===== src/rtl/tpc_pkg.sv =====
package tpc_pkg;
  // bit 0: OR gate (force 1) vs AND gate (force 0); bit 1: complemented driver path
  typedef enum logic [1:0] {
    TPC_AND     = 2'b00,
    TPC_OR      = 2'b01,
    TPC_AND_INV = 2'b10,
    TPC_OR_INV  = 2'b11
  } tpc_type_e;

  function automatic bit tpc_is_or(tpc_type_e t);
    return t[0];
  endfunction

  function automatic bit tpc_is_inv(tpc_type_e t);
    return t[1];
  endfunction
endpackage


===== src/rtl/tpc_drv_reg.sv =====
module tpc_drv_reg #(
  parameter int unsigned W = 4
) (
  input  logic         clk_i,
  input  logic         rst_ni,
  input  logic [W-1:0] d_i,
  output logic [W-1:0] q_o,
  output logic [W-1:0] qn_o
);
  logic [W-1:0] q_r;

  always_ff @(posedge clk_i or negedge rst_ni) begin
    if (!rst_ni) q_r <= '0;
    else         q_r <= d_i;
  end

  assign q_o  = q_r;
  assign qn_o = ~q_r;
endmodule


===== src/rtl/tpc_cell.sv =====
module tpc_cell
  import tpc_pkg::*;
#(
  parameter tpc_type_e KIND = TPC_OR
) (
  input  logic net_i,
  input  logic drv_q_i,
  input  logic drv_qn_i,
  input  logic en_i,
  output logic net_o
);
  logic act;

  // driver path parity is set opposite to the functional path at insertion
  if (tpc_is_inv(KIND)) begin : g_inv
    assign act = drv_qn_i & en_i;
  end else begin : g_true
    assign act = drv_q_i & en_i;
  end

  if (tpc_is_or(KIND)) begin : g_or
    assign net_o = net_i | act;
  end else begin : g_and
    assign net_o = net_i & ~act;
  end
endmodule


===== src/rtl/tpc_point.sv =====
module tpc_point
  import tpc_pkg::*;
#(
  parameter int unsigned          LANES    = 4,
  parameter logic [2*LANES-1:0]   TYPE_MAP = 8'hE4
) (
  input  logic             clk_i,
  input  logic             rst_ni,
  input  logic             tp_en_i,
  input  logic             test_mode_i,
  input  logic [LANES-1:0] drv_d_i,
  output logic [LANES-1:0] drv_q_o,
  input  logic [LANES-1:0] net_i,
  output logic [LANES-1:0] net_o
);
  logic [LANES-1:0] q, qn;
  logic             en_eff;

  // system mode overrides the global enable
  assign en_eff = tp_en_i & test_mode_i;

  tpc_drv_reg #(.W(LANES)) u_drv (
    .clk_i (clk_i),
    .rst_ni(rst_ni),
    .d_i   (drv_d_i),
    .q_o   (q),
    .qn_o  (qn)
  );

  for (genvar k = 0; k < LANES; k++) begin : g_lane
    localparam tpc_type_e KIND = tpc_type_e'(TYPE_MAP[2*k +: 2]);
    tpc_cell #(.KIND(KIND)) u_cell (
      .net_i   (net_i[k]),
      .drv_q_i (q[k]),
      .drv_qn_i(qn[k]),
      .en_i    (en_eff),
      .net_o   (net_o[k])
    );
  end

  assign drv_q_o = q;
endmodule


===== config.mk =====
export PLATFORM = sky130hd
export DESIGN_NAME = tpc_point
export DESIGN_NICKNAME = d
export VERILOG_FILES = /design/src/rtl/tpc_pkg.sv /design/src/rtl/tpc_drv_reg.sv /design/src/rtl/tpc_cell.sv /design/src/rtl/tpc_point.sv
export SDC_FILE = /design/constraint.sdc
export NUM_CORES = 1
export LEC_CHECK = 0
export BUFFER_PORTS_ARGS = -buffer_cell sky130_fd_sc_hd__buf_2
export CORE_AREA = 2 2 39 41
export DETAILED_ROUTE_END_ITERATION = 7
export DIE_AREA = 0 0 41 43
export GPL_ROUTABILITY_DRIVEN = 0
export PLACE_DENSITY = 0.51
export REMOVE_ABC_BUFFERS = 1
export SLEW_MARGIN = 40
export SYNTH_ARGS = -nofsm -noshare
export SYNTH_HDL_FRONTEND = slang
export SYNTH_SLANG_ARGS = --single-unit
export TNS_END_PERCENT = 30

===== constraint.sdc =====
create_clock -name clk_i -period 0.8 [get_ports clk_i]
set_input_delay 0 -clock clk_i [delete_from_list [all_inputs] [get_ports clk_i]]
set_output_delay 0 -clock clk_i [all_outputs]
set_load 0.02 [all_outputs]

After elaboration in Yosys (flattened, before gate mapping):

Cells that the tools add are included.

* register bits: 4
* input bits: 12
* output and inout bits: 8
* word-level logic and storage cells: 13

* bitwise gates (word level): 12

Operators with widths (count)
* 1-bit bitwise AND: 7
* 4-bit inverter: 1
* 1-bit inverter: 2
* 1-bit OR: 2

Depth between registers and ports, before layout:

* depth in word-level cells: 4
* depth in mapped cells: 3
* gate-level depth less buffers: 2

Cells and area by module:

A second synthesis with hierarchy kept.

* cell total of the unflattened synthesis: 13
* area, all modules: 158.9 sq um

Modules (own cells, without submodules)
* tpc_drv_reg: instances 1, cells each 8, area each 115.1 sq um, sequential area each 100.1 sq um
* tpc_cell at g_lane[0].u_cell ...: instances 2, cells each 1, area each 11.3 sq um, sequential area each 0.0 sq um
* tpc_cell at g_lane[1].u_cell ...: instances 2, cells each 1, area each 7.5 sq um, sequential area each 0.0 sq um
* tpc_point: instances 1, cells each 1, area each 6.3 sq um, sequential area each 0.0 sq um

Worst setup path before layout:

No wires, ideal clock.

* path kind: reg2out
* start point: reg u_drv.q_r[1] (netlist: u_drv.q_o[1])
* end point: out net_o[1]
* data arrival time: 0.688 ns
* data required time: 0.800 ns
* path slack: 0.112 ns
* stages on the path, launching flop included: 3
* path buffers: 1
* cells stage by stage: dfrtp_1 -> a31o_2 -> buf_4

* word-level cells in the longest chain between the ends: 2

RTL lines
* start: declaration: RTL line tpc_drv_reg.sv:10 `logic [W-1:0] q_r;`
* start signal: assignment: RTL line tpc_drv_reg.sv:14 `else q_r <= d_i;`
* 1-bit bitwise AND: RTL line tpc_cell.sv:18 `assign act = drv_q_i & en_i;`
* 1-bit OR: RTL line tpc_cell.sv:22 `assign net_o = net_i | act;`
* end: declaration: RTL line tpc_point.sv:14 `output logic [LANES-1:0] net_o`

Every way passes these cells.

Worst setup path after layout:

Same ends and word-level chain as after synthesis.

==> flow_metrics.py <==
metrics = {
    "power": {
        "peakVddDrop_uv": 660,
        "finalPower_mw": 0.588,
        "power_density_nw_per_um2": 1750,
        "p_leak_nw": 0.176,
    },
    "logic_synthesis": {
        "synth.distinct_cells": 8,
        "synth_area_um2": 198,
        "ys_seq_area_share_pct": 50.6,
        "synth_edf_count": 0,
        "synthFlopType": "dfrtp_1",
        "yosys.area.top_type": "dfrtp_1",
        "yosysTopAreaCellShare_pct": 50.6,
        "async_flop_share_pct": 100,
        "synth_area_per_cell_um2": 11.0,
        "ys.warnings.count": 0,
        "ys_ff_latch": 4,
        "synth.area.top_cells": "dfrtp_1, buf_4, a31o_2",
        "yosysMostFrequentCell": "buf_4",
        "synthCells": 18,
        "synth_commonest_cells": "buf_4, dfrtp_1",
    },
    "finish": {
        "area_growth_pct": 70.3,
        "utilization_pct": 24.3,
        "multi_input_area_um2": 33.8,
        "fin_cells": 53,
        "largest_reg_flops": 4,
        "diodes": 0,
        "drive_gt1_share_pct": 62.2,
        "seqCellArea_um2": 100,
        "final_nets": 51,
        "layout.filler_cells": 151,
    },
    "cts": {
        "cts-root-buf": "clkbuf_4",
        "cts_tree": "built",
        "cts.sinks": 4,
        "cts_buffers": 3,
        "clock_path_buffers": 2,
        "h-tree-depth": 1,
        "clk_pin_slew_ps": 30,
        "cts_setup_buffers": 0,
    },
    "timing": {
        "fin_hold_ws_ps": 117,
        "slew_headroom_pct": 91.1,
        "hold_viol": 0,
        "rsz0062_at_grt": "yes",
        "period_needed_ps": 946,
        "fin_crit_sh_pct": 118,
        "slew_violations": 0,
        "clock.fmax_mhz": 1060,
        "tightest_slew_ps": 133,
        "layout_setup_ws_ps": -146,
        "setup_viol": 4,
    },
    "drt": {
        "via_per_inst": 3.47,
        "wl_per_cell_um": 9.57,
        "drt-pass1-iter-count": 4,
        "via_count": 184,
        "dr.first_iter.drc_count": 2,
        "drc": 0,
        "finalWirelength_um": 507,
        "ant_nets": 0,
    },
    "critical_path": {
        "crit_arrival_ps": 950,
        "critPathLaunchType": "flop",
        "critPathMaxFanout": 2,
        "critPathCaptureType": "primary output",
        "critPathKind": "flop to primary output",
        "cp.required_ps": 800,
    },
    "global_route": {
        "antenna_found_initial": 0,
        "grt_remaining_overflow": 0,
        "grt_pass1_vias": 184,
        "grt_max_degree": 5,
        "track_usage_pct": 6.77,
        "grt_pass1_wl_um": 724,
    },
    "job": {
        "max_cap_viol_count": 0,
    },
    "floorplan": {
        "core_um2": 1380,
        "rows": 14,
        "dieHeight_um": 43,
        "start_util_pct": 14.3,
        "dieArea_um2": 1760,
        "die_w_um": 41,
        "ios": 20,
    },
    "hold_path": {
        "hp-class": "input pin to asynchronous set/reset pin",
    },
    "status": {
        "violations": "setup timing",
        "status": "finished, violations left",
    },
    "place": {
        "io_buffers": 19,
        "dp.cells": 45,
    },
}
==> layout make-up <==
type / instances / share of cell area [%]
clock buffers: 3 / 6.69
inverters: 1 / 1.12
multi-input cells: 5 / 10.0
flip-flops and latches: 4 / 29.7
well taps: 16 / 5.95
repair buffers: 24 / 46.5
==> power by group <==
| part | leakage, nW | internal [mW] | switching (mW) |
|---|---|---|---|
| logic | 0.116 | 0.0661 | 0.0608 |
| clock network | 0.0138 | 0.167 | 0.0741 |
| registers | 0.0466 | 0.214 | 0.00568 |
==> path summary, 6_finish.rpt <==
| path | to | cells past startpoint | from | slack, ps |
|---|---|---|---|---|
| setup / recovery | net_o[1] | 2 | u_drv.q_o[1] | -150 |
| hold / removal | u_drv.q_o[1] | 2 | rst_ni | 120 |
| min in group clk_i | net_o[1] | 3 | net_i[1] | 290 |
| max in group asynchronous | u_drv.q_o[0] | 2 | rst_ni | 570 |
==> placed cells by master, fill, tap and decap left out <==
cell type,n
a31o_2,1
a31oi_1,1
buf_2,16
buf_4,2
buf_6,1
clkbuf_4,3
dfrtp_1,4
dlygate4sd3_1,5
inv_1,1
nand2_1,1
o21a_1,1
o21bai_1,1
==> layer usage <==
| layer | global-route usage [%] | part of all wire, % | vias to the layer above |
|---|---|---|---|
| met1 | 8.85 | 46 | 74 |
| li1 | - | - | 90 |
| met5 | 0 | 0 | - |
| met3 | 6.28 | 24 | 0 |
| met4 | 6.00 | 0 | 0 |
| met2 | 5.94 | 30 | 20 |
==> per-stage QoR <==
stage	setup TNS, ps	cell area [um2]	setup WS [ps]
floorplan	-46.3	138	-28.1
global placement	0	253	77.7
detailed placement	0	253	74.6
CTS	-563	334	-161
global route	-697	337	-192
finish	-474	337	-146
==> critical path: stages, from the launching register on <==
cell and delay [ps]:
dfrtp_1 370, a31o_2 210, buf_6 130
==> repair_timing <==
action	CTS	global route
setup endpoints to repair	4	5
pin swaps	1	0
hold endpoints to repair	8	0
hold buffers	5	0
resized for setup	3	1
==> cell families after synthesis <==
| group | synth area share, % |
|---|---|
| buffers and inverters | 32.3 |
| DFF | 50.6 |
| and+or+nand+nor | 1.90 |
| AOI/OAI and AO/OA | 15.2 |
Note: power is estimated with default switching activity, not from simulation.
